--- config.mk ---
export PLATFORM = sky130hd
export DESIGN_NAME = sfifo_wr_seq
export DESIGN_NICKNAME = d
export VERILOG_FILES = /design/src/rtl/sfwr_pkg.sv /design/src/rtl/sfwr_setup_timer.sv /design/src/rtl/sfwr_auto_tracker.sv /design/src/rtl/sfwr_out_stage.sv /design/src/rtl/sfifo_wr_seq.sv
export SDC_FILE = /design/constraint.sdc
export NUM_CORES = 1
export LEC_CHECK = 0
export ABC_AREA = 1
export CORE_ASPECT_RATIO = 1.25
export CORE_MARGIN = 2
export CORE_UTILIZATION = 25
export CTS_CLUSTER_SIZE = 20
export DETAILED_ROUTE_END_ITERATION = 8
export GPL_TIMING_DRIVEN = 0
export SETUP_SLACK_MARGIN = 0.3
export SLEW_MARGIN = 20
export SYNTH_ARGS = -nofsm -noshare
export SYNTH_HDL_FRONTEND = slang
export SYNTH_HIERARCHICAL = 1
export SYNTH_SLANG_ARGS = --single-unit
--- constraint.sdc ---
create_clock -name clk -period 2.14 [get_ports clk]
set_clock_uncertainty 0.15 [all_clocks]
set_input_delay 0.214 -clock clk [delete_from_list [all_inputs] [get_ports clk]]
set_output_delay 0.214 -clock clk [all_outputs]
set_load 0.005 [all_outputs]
--- src/rtl/sfwr_pkg.sv ---
package sfwr_pkg;

    typedef enum logic [1:0] {
        ST_IDLE,
        ST_SETUP,
        ST_WRITE,
        ST_LATE
    } seq_state_e;

    typedef enum logic [1:0] {
        END_NONE,
        END_WITH_WORD,
        END_DEFERRED
    } end_kind_e;

    typedef struct packed {
        logic sel;
        logic we;
        logic commit;
    } strobe_t;

    localparam strobe_t STROBE_OFF = '{sel: 1'b0, we: 1'b0, commit: 1'b0};

    // Decide how the final word of a packet is committed.
    function automatic end_kind_e pick_end(input logic on_boundary,
                                           input logic seg_start,
                                           input logic after_auto);
        if (on_boundary)
            return END_NONE;
        else if (seg_start && after_auto)
            return END_DEFERRED;
        else
            return END_WITH_WORD;
    endfunction

endpackage

--- src/rtl/sfwr_setup_timer.sv ---
module sfwr_setup_timer #(
    parameter int SETUP_CYC = 1
) (
    input  logic clk,
    input  logic rst,
    input  logic load,
    output logic expired
);
    localparam int TW = (SETUP_CYC > 1) ? $clog2(SETUP_CYC) : 1;

    logic [TW-1:0] remain_q;

    always_ff @(posedge clk) begin
        if (rst)
            remain_q <= '0;
        else if (load)
            remain_q <= TW'(SETUP_CYC - 1);
        else if (remain_q != '0)
            remain_q <= remain_q - 1'b1;
    end

    assign expired = (remain_q == '0);

endmodule

--- src/rtl/sfwr_auto_tracker.sv ---
module sfwr_auto_tracker #(
    parameter int AUTO_LEN = 4
) (
    input  logic clk,
    input  logic rst,
    input  logic fire,
    input  logic last,
    output logic on_boundary,
    output logic seg_start,
    output logic after_auto
);
    localparam int CW = $clog2(AUTO_LEN);

    logic [CW-1:0] pos_q;
    logic          auto_q;

    assign on_boundary = (pos_q == CW'(AUTO_LEN - 1));
    assign seg_start   = (pos_q == '0);
    assign after_auto  = auto_q;

    always_ff @(posedge clk) begin
        if (rst) begin
            pos_q  <= '0;
            auto_q <= 1'b0;
        end else if (fire) begin
            // every packet end leaves the slave with an empty segment
            if (last || on_boundary)
                pos_q <= '0;
            else
                pos_q <= pos_q + 1'b1;
            auto_q <= on_boundary;
        end
    end

endmodule

--- src/rtl/sfwr_out_stage.sv ---
module sfwr_out_stage
    import sfwr_pkg::*;
#(
    parameter int DATA_W = 16,
    parameter int ADDR_W = 2
) (
    input  logic              clk,
    input  logic              rst,
    input  logic              ld_word,
    input  logic [DATA_W-1:0] word_in,
    input  logic              ld_ep,
    input  logic [ADDR_W-1:0] ep_in,
    input  strobe_t           strb_in,
    output logic [DATA_W-1:0] word_q,
    output logic [ADDR_W-1:0] ep_q,
    output strobe_t           strb_q
);
    always_ff @(posedge clk) begin
        if (rst) begin
            word_q <= '0;
            ep_q   <= '0;
            strb_q <= STROBE_OFF;
        end else begin
            strb_q <= strb_in;
            if (ld_word) word_q <= word_in;
            if (ld_ep)   ep_q   <= ep_in;
        end
    end

endmodule

--- src/rtl/sfifo_wr_seq.sv ---
module sfifo_wr_seq
    import sfwr_pkg::*;
#(
    parameter int DATA_W    = 16,
    parameter int ADDR_W    = 2,
    parameter int AUTO_LEN  = 4,
    parameter int SETUP_CYC = 1
) (
    input  logic              clk,
    input  logic              rst,
    input  logic              src_valid,
    output logic              src_ready,
    input  logic [DATA_W-1:0] src_data,
    input  logic              src_last,
    input  logic [ADDR_W-1:0] src_ep,
    input  logic              fifo_full,
    output logic [ADDR_W-1:0] fifo_ep,
    output logic [DATA_W-1:0] fifo_dq,
    output logic              fifo_sel,
    output logic              fifo_we,
    output logic              fifo_commit
);
    seq_state_e state_q, state_d;
    end_kind_e  end_kind;
    strobe_t    strb_d, strb_q;
    logic       fire, ld_ep, setup_done;
    logic       on_boundary, seg_start, after_auto;

    assign src_ready = (state_q == ST_WRITE) && !fifo_full;
    assign fire      = src_ready && src_valid;
    assign ld_ep     = (state_q == ST_IDLE) && src_valid;

    sfwr_setup_timer #(.SETUP_CYC(SETUP_CYC)) u_timer (
        .clk     (clk),
        .rst     (rst),
        .load    (ld_ep),
        .expired (setup_done)
    );

    sfwr_auto_tracker #(.AUTO_LEN(AUTO_LEN)) u_track (
        .clk         (clk),
        .rst         (rst),
        .fire        (fire),
        .last        (src_last),
        .on_boundary (on_boundary),
        .seg_start   (seg_start),
        .after_auto  (after_auto)
    );

    assign end_kind = pick_end(on_boundary, seg_start, after_auto);

    always_comb begin
        state_d = state_q;
        unique case (state_q)
            ST_IDLE:  if (src_valid) state_d = ST_SETUP;
            ST_SETUP: if (setup_done) state_d = ST_WRITE;
            ST_WRITE: if (fire && src_last)
                          state_d = (end_kind == END_DEFERRED) ? ST_LATE : ST_IDLE;
            ST_LATE:  state_d = ST_IDLE;
            default:  state_d = ST_IDLE;
        endcase
    end

    always_comb begin
        strb_d.we     = fire;
        strb_d.commit = (fire && src_last && end_kind == END_WITH_WORD)
                      || (state_q == ST_LATE);
        strb_d.sel    = (state_d == ST_WRITE) || strb_d.we || strb_d.commit;
    end

    always_ff @(posedge clk) begin
        if (rst) state_q <= ST_IDLE;
        else     state_q <= state_d;
    end

    sfwr_out_stage #(.DATA_W(DATA_W), .ADDR_W(ADDR_W)) u_out (
        .clk     (clk),
        .rst     (rst),
        .ld_word (fire),
        .word_in (src_data),
        .ld_ep   (ld_ep),
        .ep_in   (src_ep),
        .strb_in (strb_d),
        .word_q  (fifo_dq),
        .ep_q    (fifo_ep),
        .strb_q  (strb_q)
    );

    assign fifo_sel    = strb_q.sel;
    assign fifo_we     = strb_q.we;
    assign fifo_commit = strb_q.commit;

endmodule

# Yosys cells after proc, flatten, opt, wreduce, memory -nomap -nowiden
# Index checks and enable logic that the tools add are counted.
[classes] n_eq_ne=7 mux=8 n_bitwise=1 reduce_logical=14 n_div=0 n_mul=0 shift=0 order_cmp=0 n_addsub=2
[ops] op="$mux W2" n=7
[ops] op="$eq A2 B2 Y1 const B" n=5
[ops] op="$pmux W2 S4" n=1
[ops] op="$logic_and A1 B1 Y1" n=6
[ops] op="$eq A2 B1 Y1 const B" n=2
[ops] op="$logic_not A2 Y1" n=2
[ops] op="$logic_or A1 B1 Y1" n=4
[ops] op="$reduce_or A3 Y1" n=1
[ops] op="$add A2 B1 Y2 const B" n=1
[ops] op="$logic_not A1 Y1" n=1
[ops] op="$not A1 Y1" n=1
[ops] op="$sub A1 B1 Y1 const B" n=1
[word_totals] ff_bits=27 word_cells=41 n_memories=0 ram_bits=0 out_inout_bits=22 in_bits=23 mem_bits_ro=0 latchBits=0

# Logic depth before layout (Yosys ltp)
[depth] ltp_word=11 mapped_depth=9 ltp_nobuf=9

# Cells and area by module
# The synthesis kept the hierarchy.
[modules_own_cells] mod="sfwr_out_stage" area_per_inst_um2=834.6 instances=1 cells_per_inst=122 seq_area_each_um2=420.4
[modules_own_cells] mod="sfifo_wr_seq" area_per_inst_um2=178.9 instances=1 cells_per_inst=32 seq_area_each_um2=40.0
[modules_own_cells] mod="sfwr_auto_tracker" area_per_inst_um2=166.4 instances=1 cells_per_inst=23 seq_area_each_um2=60.1
[modules_own_cells] mod="sfwr_setup_timer" area_per_inst_um2=27.5 instances=1 cells_per_inst=3 seq_area_each_um2=20.0

# Least setup slack after synthesis
# OpenSTA, ideal clock, no wires.
[synth_timing] kind="flip-flop to flip-flop" startpoint="reg state_q[0]" endpoint="reg u_out/strb_q[2] (netlist name)" slack_ns=0.669 setup_ns=0.109 synth_period_minus_slack_ns=1.471 arrival_ns=1.211 path_stages_with_launch=9 path_cell_list="dfxtp_1 inv_1 nand3b_1 nor2_2 nand4_1 nand3_1 o21ai_1 inv_1 nor2_1"
[synth_lines] item="start: declaration" line="sfifo_wr_seq.sv:23" rtl="seq_state_e state_q, state_d;"
[synth_lines] item="start signal: assignment" line="sfifo_wr_seq.sv:73" rtl="else state_q <= state_d;"

# Worst setup path in the final report
[layout_timing] startpoint="reg state_q[0]" endpoint="out src_ready"
[layout_between] elab_chain_cells=2
[layout_lines] item="$eq A2 B2 Y1" line="sfifo_wr_seq.sv:29" rtl="assign src_ready = (state_q == ST_WRITE) && !fifo_full;"
[layout_lines] item="$logic_and A1 B1 Y1" line="sfifo_wr_seq.sv:29"
[layout_lines] item="end: declaration" line="sfifo_wr_seq.sv:12" rtl="output logic src_ready,"
# Every way passes these cells.

==> impl_summary.txt <==
----------------------------------------------------
[Min path]
  WHS Endpoint ... u_out/word_q[12]
  Worst hold-check path type ... flop to flop
  Launch instance of the worst min-delay path ... u_out/word_q[12]
  Worst hold path cell count ... 2

[Setup path]
  Path depth of the worst reg2reg path ... 8
  Critical path peak fanout ... 4
  Worst R2R Setup Slack ... 570 ps
  FF-to-FF End ... u_out/strb_q[2]
  Reg2reg start ... state_q[0]
  CP startpoint kind ... flop
  Data arrival, critical path ... 1390 ps
  Critical Path End Type ... output pin
  Critical path class ... flop to output pin
  Required @ worst endpoint ... 1780 ps

[Synth]
  Most frequent cell after synthesis ... sky130_fd_sc_hd__nand2_1
  Share of flip-flops with an asynchronous set or reset after synthesis ... 0%
  Mean instance size in the synthesized netlist ... 6.71 um2
  Most frequently used flop master after synthesis ... sky130_fd_sc_hd__dfxtp_1
  Top cell type by total area after synthesis ... sky130_fd_sc_hd__dfxtp_1
  Proportion of synthesized chip area in sequential cells ... 44.8%
  Post-Syn Instances ... 180
  Number of distinct library cells after synthesis ... 19
  Synth cell count leaders ... 46 x sky130_fd_sc_hd__nand2_1, 40 x sky130_fd_sc_hd__nor2_1, 37 x sky130_fd_sc_hd__inv_1, 27 x sky130_fd_sc_hd__dfxtp_1
  Area share of the leading cell type in the synthesized netlist ... 44.8%
  Cell area after synthesis ... 1210 um2
  Syn nets ... 205
  Largest cells by area after synthesis ... sky130_fd_sc_hd__dfxtp_1 45%, sky130_fd_sc_hd__nand2_1 14%, sky130_fd_sc_hd__nor2_1 12%
  FF+latch count, synth ... 27
  Warnings, synthesis ... 6
  Post-synth EDFFs ... 0

[Power and ir drop]
  Final Total Pwr ... 945 uW
  Power Density ... 533 nW/um2
  Net switching power figure ... 217 uW
  Worst supply voltage drop on vdd ... 0.219 mV
  Share of total power consumed by net switching ... 23.0%
  Relative contribution of the clock network to total power ... 30.3%
  Internal ... 728 uW
  Portion of total power attributed to sequential cells ... 55.6%
  Part of the total power dissipated in combinational logic ... 14.1%
  Leak ... 0.000791 uW

[CTS]
  Buffer levels on the longest clock path ... 2
  Hold_buf cts ... 0
  Post-CTS Setup Inserts ... 0
  Number of buffers added by the clock tree synthesis step ... 3
  CTS H-tree lvls ... 1
  Clock Sink Count ... 27
  Root Buffer ... sky130_fd_sc_hd__clkbuf_8
  CTS tree ... yes
  Insertion delay to the later sink of the worst-skew pair ... 270 ps
  Clock transition at path regs ... 90 ps

[Cells and area]
  Number of nets in the final layout ... 254
  Diodes inserted ... 0
  Ratio of cells with drive above 1 in the final layout ... 7.02%
  Final-layout fill cell count ... 530
  Area growth from synthesis to layout ... 46.9%
  Final design instance area without fill ... 1770 um2

[Detailed routing]
  Detail-routed net length per standard cell ... 8.72 um
  Final routed wirelength across all metal layers ... 2510 um
  Post-detailed-route count of antenna-violating nets ... 0
  Residual DRC ... 0
  First drt pass iteration count ... 4
  Iter 0 DRT Violations ... 36
  Vias per cell ... 3.95
  Total via count after detailed routing ... 1138

[STA]
  Post-route setup TNS ... 0 ps
  RSZ-0062 raised after global routing ... false
  Hold Violations, Final ... 0
  Max Freq ... 570 MHz
  Slew Limit Fails ... 0
  Period minus WS final ... 1760 ps
  Final-report setup violation count ... 0
  Share of the clock period used by the worst path ... 82.0%

[GRT]
  Total congestion overflow ... 0
  Antenna violations before repair ... 0
  Wire length of the first global-routing pass ... 4100 um
  Via count of the first global-routing pass ... 980
  Largest net degree at the start of global routing ... 15
  Gr usage total ... 9.78%

[Die]
  Number of placement rows ... 28
  Core area ... 4690 um2
  Top Ports ... 45
  Starting density of the core ... 25.7%
  Die width ... 66.2 um
  Floorplan die height ... 81.7 um
  Die area ... 5410 um2

[Placed design]
  DP Wirelength ... 1860 um
  GPL Wtd Cong ... 0.821
  Port Buffer Count ... 44
  Cell area after placement ... 1720 um2

[Run]
  Max-Cap Viols ... 0

[Outcome]
  Outcome ... complete, no violations

----------------------------------------------------
==> worst max-delay path by stage <==
stage	to	from
final	src_ready	state_q[0]
after CTS	src_ready	state_q[0]
after floorplan	u_out/strb_q[2]	state_q[0]
after global routing	src_ready	state_q[0]
after detailed placement	u_out/strb_q[2]	fifo_full
after global placement	u_out/strb_q[2]	fifo_full
==> stage by stage <==
| stage | hold slack (ps) | worst slack (ps) | instances | util, % |
|---|---|---|---|---|
| 3_5_place_dp | 314 | 50.6 | 284 | 36.7 |
| 5_1_grt | 354 | 308 | 288 | 37.8 |
| 6_report | 323 | 384 | 288 | 37.8 |
| 4_1_cts | 327 | 340 | 288 | 37.7 |
| 3_3_place_gp | 309 | 60.6 | 284 | 36.7 |
| 2_1_floorplan | 126 | 669 | 180 | - |
==> power by group through the flow <==
stage	registers, uW	clock network, uW	logic, uW
floorplan	537	0	56.7
finish	525	286	134
global route	527	323	152
detailed placement	536	0	134
CTS	525	304	135
global placement	537	0	133
==> layout by cell type, fill, tap and decap left out, drive strengths merged <==
master and count:
inv 38, nand3 3, o21ai 2, nand2 47, clkbuf 4, a21oi 5, nand3b 2, clkdlybuf4s50 44
dfxtp 27, clkinv 1, nor2 44, nand4 3, nor3 1, conb 1, ha 2, buf 4
==> worst max-delay path, stage by stage, from the launching register on <==
cell	delay, ps
sky130_fd_sc_hd__dfxtp_1	350
sky130_fd_sc_hd__inv_2	90
sky130_fd_sc_hd__nand2_1	70
sky130_fd_sc_hd__nor2_2	100
sky130_fd_sc_hd__clkdlybuf4s50_1	510
==> what timing repair did <==
item	in CTS	in global routing
endpoints found under the setup margin	0	4
resized for setup	0	3
endpoints found under the hold margin	0	0
==> flip-flops by register name, indices dropped and copies added, names as in the netlist <==
name,flops
state_q,2
u_out/ep_q,2
u_out/strb_q,3
u_out/word_q,16
u_timer/remain_q,1
u_track/after_auto,1
u_track/pos_q,2
==> cell families (layout without fill, tap and decap cells) <==
group                    after synthesis  count (layout)  synth area share (%)
AND/OR/NAND/NOR                      100             100                  33.8
other                                  1               1                 0.311
buffers and inverters                 43              91                  15.9
flip-flops                            27              27                  44.8
adder cells (fa/ha/maj)                2               2                  2.07
AO/OA/AOI/OAI                          7               7                  3.21
==> cell type report <==
type / instances / area, um2 / share of cell area (%)
Inverter: 39 / 146 / 8.25
Clock buffer: 4 / 45.0 / 2.54
Sequential cell: 27 / 542 / 30.5
Timing Repair Buffer: 44 / 440 / 24.8
Buffer: 4 / 45.0 / 2.54
Tap cell: 60 / 75.1 / 4.23
Multi-Input combinational cell: 110 / 480 / 27.1
==> metal layers <==
layer / wire length [um] / part of all wire [%] / up-vias / global-route usage [%]
li1: - / - / 612 / -
met3: 145 / 5.8 / 5 / 1.92
met4: 46 / 1.8 / 0 / 5.31
met1: 1170 / 46 / 491 / 11.6
met2: 1150 / 46 / 30 / 16.5
met5: 0 / 0 / - / 0
Note: power is estimated with default switching activity, not from simulation.
